**src/rtl/txeng_pkg.sv**
```systemverilog
package txeng_pkg;
  localparam int OWN_BIT   = 31;
  localparam int LAST_BIT  = 30;
  localparam int FIRST_BIT = 29;
  localparam int SETUP_BIT = 27;
  localparam int EOR_BIT   = 25;
  localparam int ERR_BIT   = 15;

  localparam logic [31:0] STATUS_DONE  = 32'h0;
  localparam logic [31:0] STATUS_FAULT = 32'h1 << ERR_BIT;
  localparam logic [31:0] STATUS_SETUP = ~(32'h1 << OWN_BIT);

  typedef enum logic [1:0] {SEL_STAT, SEL_CTRL, SEL_BUFADR, SEL_DATA} addr_sel_t;
  typedef enum logic [1:0] {WB_DONE, WB_FAULT, WB_SETUP} wb_kind_t;

  typedef enum logic [3:0] {
    ST_STOP, ST_SUSP, ST_RSTAT, ST_CSTAT, ST_RCTRL, ST_CCTRL, ST_RBUF, ST_CBUF,
    ST_RDATA, ST_CDATA, ST_EMIT, ST_RSET, ST_CSET, ST_WB
  } state_t;

  typedef struct packed {
    addr_sel_t addrSel;
    wb_kind_t  wbKind;
    logic      ldCtrl;
    logic      ldBuf;
    logic      ldWord;
    logic      popByte;
    logic      ldHalf;
    logic      nextDesc;
    logic      rstPtr;
  } strobe_t;

  typedef struct packed {
    logic owned;
    logic setupFlag;
    logic lenBad;
    logic setupLenOk;
    logic lastByte;
    logic wordEnd;
    logic tableEnd;
  } flags_t;
endpackage

```
**src/rtl/txeng_ctrl.sv**
```systemverilog
module txeng_ctrl
  import txeng_pkg::*;
(
  input  logic         clk,
  input  logic         rstN,
  input  logic         txEnable,
  input  logic         pollDemand,
  input  logic         txReady,
  input  flags_t       flg,
  output strobe_t      str,
  output logic         memRd,
  output logic         memWr,
  output logic         txValid,
  output logic [2:0]   procState
);
  state_t   st, stNext;
  wb_kind_t kind, kindNext;

  always_ff @(posedge clk) begin
    if (!rstN) begin
      st   <= ST_STOP;
      kind <= WB_DONE;
    end else begin
      st   <= stNext;
      kind <= kindNext;
    end
  end

  always_comb begin
    stNext      = st;
    kindNext    = kind;
    str         = '0;
    str.addrSel = SEL_STAT;
    str.wbKind  = kind;
    memRd       = 1'b0;
    memWr       = 1'b0;
    txValid     = 1'b0;
    case (st)
      ST_STOP: begin
        str.rstPtr = 1'b1;
        if (txEnable) stNext = ST_SUSP;
      end
      ST_SUSP: begin
        if (!txEnable)      stNext = ST_STOP;
        else if (pollDemand) stNext = ST_RSTAT;
      end
      ST_RSTAT: begin
        memRd  = 1'b1;
        stNext = ST_CSTAT;
      end
      ST_CSTAT: stNext = flg.owned ? ST_RCTRL : ST_SUSP;
      ST_RCTRL: begin
        memRd       = 1'b1;
        str.addrSel = SEL_CTRL;
        stNext      = ST_CCTRL;
      end
      ST_CCTRL: begin
        str.ldCtrl = 1'b1;
        stNext     = ST_RBUF;
      end
      ST_RBUF: begin
        memRd       = 1'b1;
        str.addrSel = SEL_BUFADR;
        stNext      = ST_CBUF;
      end
      ST_CBUF: begin
        str.ldBuf = 1'b1;
        if (flg.lenBad || (flg.setupFlag && !flg.setupLenOk)) begin
          kindNext = WB_FAULT;
          stNext   = ST_WB;
        end else if (flg.setupFlag) begin
          stNext = ST_RSET;
        end else begin
          stNext = ST_RDATA;
        end
      end
      ST_RDATA: begin
        memRd       = 1'b1;
        str.addrSel = SEL_DATA;
        stNext      = ST_CDATA;
      end
      ST_CDATA: begin
        str.ldWord = 1'b1;
        stNext     = ST_EMIT;
      end
      ST_EMIT: begin
        txValid = 1'b1;
        if (txReady) begin
          str.popByte = 1'b1;
          if (flg.lastByte) begin
            kindNext = WB_DONE;
            stNext   = ST_WB;
          end else if (flg.wordEnd) begin
            stNext = ST_RDATA;
          end
        end
      end
      ST_RSET: begin
        memRd       = 1'b1;
        str.addrSel = SEL_DATA;
        stNext      = ST_CSET;
      end
      ST_CSET: begin
        str.ldHalf = 1'b1;
        if (flg.tableEnd) begin
          kindNext = WB_SETUP;
          stNext   = ST_WB;
        end else begin
          stNext = ST_RSET;
        end
      end
      ST_WB: begin
        memWr        = 1'b1;
        str.nextDesc = 1'b1;
        stNext       = txEnable ? ST_RSTAT : ST_STOP;
      end
      default: stNext = ST_STOP;
    endcase
  end

  always_comb begin
    case (st)
      ST_STOP:                    procState = 3'd0;
      ST_SUSP:                    procState = 3'd6;
      ST_RDATA, ST_CDATA, ST_EMIT: procState = 3'd2;
      ST_RSET, ST_CSET:           procState = 3'd5;
      ST_WB:                      procState = 3'd7;
      default:                    procState = 3'd1;
    endcase
  end
endmodule

```
**src/rtl/txeng_dpath.sv**
```systemverilog
module txeng_dpath
  import txeng_pkg::*;
#(
  parameter int AW       = 16,
  parameter int LW       = 12,
  parameter int MAXLEN   = 2047,
  parameter int SETUPLEN = 192,
  parameter int ENTRIES  = 16
) (
  input  logic                       clk,
  input  logic                       rstN,
  input  logic [AW-1:0]              ringBase,
  input  logic [31:0]                memRdata,
  input  strobe_t                    str,
  output flags_t                     flg,
  output logic [AW-1:0]              memAddr,
  output logic [31:0]                memWdata,
  output logic [7:0]                 txData,
  output logic                       txFirst,
  output logic                       txLast,
  output logic                       tblWr,
  output logic [$clog2(ENTRIES)-1:0] tblEntry,
  output logic [1:0]                 tblSlot,
  output logic [15:0]                tblHalf
);
  localparam int EW = $clog2(ENTRIES);

  logic [AW-1:0] curDesc, bufPtr;
  logic [LW-1:0] lenField, remain;
  logic          fLast, fFirst, fSetup, fEor, firstPend;
  logic [31:0]   wordBuf;
  logic [1:0]    byteIdx;

  always_ff @(posedge clk) begin
    if (!rstN) begin
      curDesc   <= '0;
      bufPtr    <= '0;
      lenField  <= '0;
      remain    <= '0;
      {fLast, fFirst, fSetup, fEor} <= '0;
      firstPend <= 1'b0;
      wordBuf   <= '0;
      byteIdx   <= '0;
      tblEntry  <= '0;
      tblSlot   <= '0;
    end else begin
      if (str.rstPtr) curDesc <= ringBase;
      else if (str.nextDesc) curDesc <= fEor ? ringBase : curDesc + AW'(4);
      if (str.ldCtrl) begin
        lenField <= memRdata[LW-1:0];
        remain   <= memRdata[LW-1:0];
        fLast    <= memRdata[LAST_BIT];
        fFirst   <= memRdata[FIRST_BIT];
        fSetup   <= memRdata[SETUP_BIT];
        fEor     <= memRdata[EOR_BIT];
      end
      if (str.ldBuf) begin
        bufPtr    <= memRdata[AW-1:0];
        byteIdx   <= '0;
        firstPend <= 1'b1;
        tblEntry  <= '0;
        tblSlot   <= '0;
      end
      if (str.ldWord) begin
        wordBuf <= memRdata;
        bufPtr  <= bufPtr + AW'(1);
      end
      if (str.popByte) begin
        remain    <= remain - LW'(1);
        byteIdx   <= byteIdx + 2'd1;
        firstPend <= 1'b0;
      end
      if (str.ldHalf) begin
        bufPtr <= bufPtr + AW'(1);
        if (tblSlot == 2'd2) begin
          tblSlot  <= '0;
          tblEntry <= tblEntry + EW'(1);
        end else begin
          tblSlot <= tblSlot + 2'd1;
        end
      end
    end
  end

  always_comb begin
    case (str.addrSel)
      SEL_STAT:   memAddr = curDesc;
      SEL_CTRL:   memAddr = curDesc + AW'(1);
      SEL_BUFADR: memAddr = curDesc + AW'(2);
      default:    memAddr = bufPtr;
    endcase
    case (str.wbKind)
      WB_FAULT: memWdata = STATUS_FAULT;
      WB_SETUP: memWdata = STATUS_SETUP;
      default:  memWdata = STATUS_DONE;
    endcase
  end

  assign flg.owned      = memRdata[OWN_BIT];
  assign flg.setupFlag  = fSetup;
  assign flg.lenBad     = (lenField == '0) || (lenField > LW'(MAXLEN));
  assign flg.setupLenOk = (lenField == LW'(SETUPLEN));
  assign flg.lastByte   = (remain == LW'(1));
  assign flg.wordEnd    = (byteIdx == 2'd3);
  assign flg.tableEnd   = (tblEntry == EW'(ENTRIES - 1)) && (tblSlot == 2'd2);

  assign txData  = wordBuf[{byteIdx, 3'b000} +: 8];
  assign txFirst = fFirst && firstPend;
  assign txLast  = fLast && (remain == LW'(1));
  assign tblWr   = str.ldHalf;
  assign tblHalf = memRdata[15:0];
endmodule

```
**src/rtl/txeng_filter.sv**
```systemverilog
module txeng_filter #(
  parameter int ENTRIES = 16
) (
  input  logic                       clk,
  input  logic                       rstN,
  input  logic                       tblWr,
  input  logic [$clog2(ENTRIES)-1:0] tblEntry,
  input  logic [1:0]                 tblSlot,
  input  logic [15:0]                tblHalf,
  input  logic [47:0]                matchAddr,
  output logic                       matchHit
);
  logic [ENTRIES-1:0] hitVec;

  for (genvar e = 0; e < ENTRIES; e++) begin : g_entry
    logic [47:0] addrReg;
    always_ff @(posedge clk) begin
      if (!rstN) begin
        addrReg <= '1;
      end else if (tblWr && (tblEntry == e)) begin
        case (tblSlot)
          2'd0:    addrReg[47:32] <= {tblHalf[7:0], tblHalf[15:8]};
          2'd1:    addrReg[31:16] <= {tblHalf[7:0], tblHalf[15:8]};
          default: addrReg[15:0]  <= {tblHalf[7:0], tblHalf[15:8]};
        endcase
      end
    end
    assign hitVec[e] = (addrReg == matchAddr);
  end

  assign matchHit = |hitVec;
endmodule

```
**src/rtl/tx_desc_engine.sv**
```systemverilog
module tx_desc_engine
  import txeng_pkg::*;
#(
  parameter int AW      = 16,
  parameter int LW      = 12,
  parameter int MAXLEN  = 2047,
  parameter int ENTRIES = 16
) (
  input  logic          clk,
  input  logic          rstN,
  input  logic          txEnable,
  input  logic          pollDemand,
  input  logic [AW-1:0] ringBase,
  output logic          memRd,
  output logic          memWr,
  output logic [AW-1:0] memAddr,
  output logic [31:0]   memWdata,
  input  logic [31:0]   memRdata,
  output logic          txValid,
  input  logic          txReady,
  output logic [7:0]    txData,
  output logic          txFirst,
  output logic          txLast,
  input  logic [47:0]   matchAddr,
  output logic          matchHit,
  output logic [2:0]    procState
);
  localparam int SETUPLEN = ENTRIES * 12;
  localparam int EW       = $clog2(ENTRIES);

  strobe_t         str;
  flags_t          flg;
  logic            tblWr;
  logic [EW-1:0]   tblEntry;
  logic [1:0]      tblSlot;
  logic [15:0]     tblHalf;

  txeng_ctrl u_ctrl (
    .clk(clk), .rstN(rstN), .txEnable(txEnable), .pollDemand(pollDemand),
    .txReady(txReady), .flg(flg), .str(str), .memRd(memRd), .memWr(memWr),
    .txValid(txValid), .procState(procState)
  );

  txeng_dpath #(
    .AW(AW), .LW(LW), .MAXLEN(MAXLEN), .SETUPLEN(SETUPLEN), .ENTRIES(ENTRIES)
  ) u_dpath (
    .clk(clk), .rstN(rstN), .ringBase(ringBase), .memRdata(memRdata),
    .str(str), .flg(flg), .memAddr(memAddr), .memWdata(memWdata),
    .txData(txData), .txFirst(txFirst), .txLast(txLast), .tblWr(tblWr),
    .tblEntry(tblEntry), .tblSlot(tblSlot), .tblHalf(tblHalf)
  );

  txeng_filter #(.ENTRIES(ENTRIES)) u_filter (
    .clk(clk), .rstN(rstN), .tblWr(tblWr), .tblEntry(tblEntry),
    .tblSlot(tblSlot), .tblHalf(tblHalf), .matchAddr(matchAddr),
    .matchHit(matchHit)
  );
endmodule

```
**config.mk**
```make
export PLATFORM = sky130hd
export DESIGN_NAME = tx_desc_engine
export DESIGN_NICKNAME = d
export VERILOG_FILES = /design/src/rtl/txeng_pkg.sv /design/src/rtl/txeng_ctrl.sv /design/src/rtl/txeng_dpath.sv /design/src/rtl/txeng_filter.sv /design/src/rtl/tx_desc_engine.sv
export SDC_FILE = /design/constraint.sdc
export NUM_CORES = 2
export LEC_CHECK = 0
export BUFFER_PORTS_ARGS = -buffer_cell sky130_fd_sc_hd__buf_4
export CAP_MARGIN = 20
export CORE_UTILIZATION = 55
export DETAILED_ROUTE_END_ITERATION = 10
export PLACE_DENSITY = 0.75
export SYNTH_ARGS = -nofsm -noshare
export SYNTH_HDL_FRONTEND = slang
export SYNTH_SLANG_ARGS = --single-unit
```
**constraint.sdc**
```tcl
create_clock -name clk -period 2.3 [get_ports clk]
set_clock_uncertainty 0.1 [all_clocks]
set_input_delay 0.23 -clock clk [delete_from_list [all_inputs] [get_ports clk]]
set_output_delay 0.23 -clock clk [all_outputs]
set_load 0.005 [all_outputs]
```
==> results.md <==
* TritonCTS clock tree: built
* Syn Std Cell Area at about 42000 µm²
* Area after DPL at 47100 µm²
* Largest net degree at the start of global routing at approximately 120
* Cell Pwr Density at a little over 600 nW/µm²
* IO Pins at approximately 170
* Vias per cell at about 6.5
* Max frequency at 0.323 GHz
* Failing checks: negative setup slack
* Gr usage total at 45.3%
* Fin crit share at 135%
* Syn avg cell area at 7.68 µm²
* DRT iter0 DRCs at approximately 6.8k
* Crit-path max FO at 2
* Cell row count at 100
* Clock transition at path regs at 60 ps
* MaxCap Viol Count at 0
* Seq/Total Area, Yosys at 42.0%
* R2R depth at 14
* GP Congestion at roughly 1
* CP required at between 1500 and 2000 ps
* Seq cells post-synth at approximately 900
* Fin area at 56800 µm²
* Filler Cells Inserted at approximately 4.9k
* Worst vdd ir at ~0.00062 V
* Tmin final at 3100 ps
* Synth cell types at 76
* Post-DP HPWL at around 110 mm
* P_leak at about 0.025 µW
* Kind of critical path: reg2out
* Clock Latency Late Sink at roughly 650 ps
* Worst setup SP type: flip-flop
* Worst hold path type: in2reg
* Initial antenna violation count at 1
* EDFF count, synth at 0
* H-Tree Level Count at 3
* Most frequent cells in the layout: nand2_1, dfxtp_1, xnor2_1
* Width of the die at 278 µm
* Main synth FF type: dfxtp_1
* First-pass iteration count of the detailed router at 10
* CTS Root Cell: clkbuf_16
* Post-route DRC at 0
* Pins over their slew limit at 0
* Post-route ant nets at 0
* Post-DR wirelength/cell at roughly 28 µm
* Die area at between 70000 and 80000 µm²
* CP peak stage delay at roughly 540 ps
* CTS sink count at a little under 900
* Post-Syn Instances at 5455
* Worst slew pin tran at between 900 and 1000 ps
* Setup repair after global routing missed its margin: yes
* Die height at 278 µm
* Hold WS at approximately 65 ps
* Setup_tns at -73210 ps
* Grt total ovfl at 0
* Max Buffers Root-to-Sink at 3
* Final wirelength at between 150 and 200 mm
* Worst hold path depth at 3
* Final setup viols at between 600 and 700
* Vias in the first global route at roughly 41k
* CP most frequent cell: nand4_1
* IO Port Bufs at ~160
* Most common cell after layout, fill and taps aside: nand2_1
* Final hold violations at 0
* Syn nets at around 5.6k
* Via count at roughly 44k
* Worst Path Arrival at approximately 2800 ps
* Crit-path slowest cell: xnor2_1
* # nets final at just under 6k
* Placement Setup Slack at -756 ps
* Area growth syn-to-layout at 35.7%
* Async set-or-reset flop fraction in the synthesized netlist at 0%
* Setup crit end kind: primary output
* Post-route worst setup slack at -796 ps
* Ys Warns at 0
* Starting Density at between 50% and 60%
* Worst rel slew slack at roughly 36%
* First-pass GRT wire length at 262 mm
* Core area at 74900 µm²
* Ratio of cells with drive above 1 in the final layout at between 20% and 30%
* Cell chain of the critical path: xnor2_1 -> nand4_1 -> nor4_1 -> buf_4 -> nand3_1 -> nand4_1 -> or4_4 -> buf_6
* Status: finished with violations
* Num CTS Buffers at 94
power breakdown:
part           internal, µW  total [µW]  switching (µW)
Combinational          1360        3860            2510
Sequential            15300       15300            68.0
Clock                  9170       15900            6700
Total                 25800       35100            9280
sequential cells by signal, indices dropped and copies added, names as in the netlist:
signal	flops
u_dpath.wordBuf	32
u_dpath.bufPtr	16
u_ctrl.kind	2
u_dpath.remain	12
u_dpath.curDesc	16
u_filter.g_entry.addrReg	768
u_dpath.fLast	1
u_dpath.firstPend	1
u_dpath.tblEntry	4
u_dpath.fFirst	1
u_dpath.fSetup	1
u_dpath.tblSlot	2
u_dpath.fEor	1
u_ctrl.st	4
u_ctrl.procState	3
u_dpath.lenField	12
u_dpath.byteIdx	2
worst paths after layout:
path / startpoint / endpoint / slack, ps
max: u_filter.g_entry[7].addrReg[22] / matchHit / -800
min: memRdata[13] / u_filter.g_entry[10].addrReg[21] / 70
max reg2reg: u_ctrl.st[2] / u_filter.g_entry[5].addrReg[29] / -250
min reg2reg: u_dpath.wordBuf[30] / u_dpath.wordBuf[30] / 350
critical path: cells and delay by family, from the launching register on:
family / cells / cell delay [ps]
XOR/XNOR: 1 / 540
buffers and inverters: 2 / 250
flip-flops: 1 / 330
AND/OR/NAND/NOR: 5 / 970
synthesized netlist by cell type (6+ instances only):
library cell / count / area, µm²
nand2_1: 1737 / 6520
dfxtp_1: 878 / 17600
nand3_1: 805 / 4030
xnor2_1: 582 / 5100
clkbuf_1: 296 / 1110
xor2_1: 196 / 1720
nand4_1: 171 / 1070
buf_2: 168 / 841
a21oi_1: 101 / 505
nor4_1: 91 / 569
nor2_1: 85 / 319
and2_1: 49 / 307
o21ai_0: 32 / 160
buf_4: 30 / 225
buf_1: 18 / 67.6
a31oi_1: 17 / 106
nor3_1: 17 / 85.1
ha_1: 12 / 150
inv_1: 12 / 45.0
nand2b_1: 10 / 62.6
o21ai_1: 10 / 50.1
and3_1: 9 / 56.3
mux4_2: 8 / 180
a22oi_1: 7 / 52.6
o211ai_1: 7 / 52.6
a221oi_1: 6 / 52.6
repair_timing:
item / 4_1_cts / 5_1_grt
endpoints found under the hold margin: 201 / 0
endpoints found under the setup margin: 235 / 782
resized for setup: 462 / 764
gates cloned: 31 / 17
buffers inserted: 52 / 14
hold buffers: 46 / 0
pin swaps: 178 / 298
layer usage:
| metal | track usage (%) | share of wire, % |
|---|---|---|
| met1 | 55.5 | 34 |
| met2 | 67.6 | 42 |
| met3 | 11.5 | 14 |
| met4 | 35.9 | 10 |
| met5 | 0 | 0 |
kinds of logic after synthesis:
kind of cell,Yosys count,share of synthesized area (%)
flip-flops,878,42.0
other,1,0.00895
multiplexers,14,0.583
AO/OA/AOI/OAI,229,3.37
AND/OR/NAND/NOR,3017,32.0
buffers and inverters,526,5.49
adder cells (fa/ha/maj),12,0.358
XOR/XNOR,778,16.3
through the flow:
stage	total power (µW)	util (%)	cells
after CTS	34500	71.3	6839
after global placement	18900	62.9	6547
after floorplan	17300	-	5455
final	35100	75.8	6856
after global routing	35600	75.8	6855
after detailed placement	18900	62.9	6547
layout make-up:
cell class	instances	area [µm²]	share of cell area (%)
antenna	1	2.50	0.00440
clock buffer	133	2730	4.81
clock inverter	36	424	0.747
inverter	14	53.8	0.0947
multi-input combinational	4051	26200	46.1
sequential	878	17600	31.0
tap	969	1210	2.13
timing repair buffer	774	8600	15.1
Note: power is estimated with default switching activity, not from simulation.
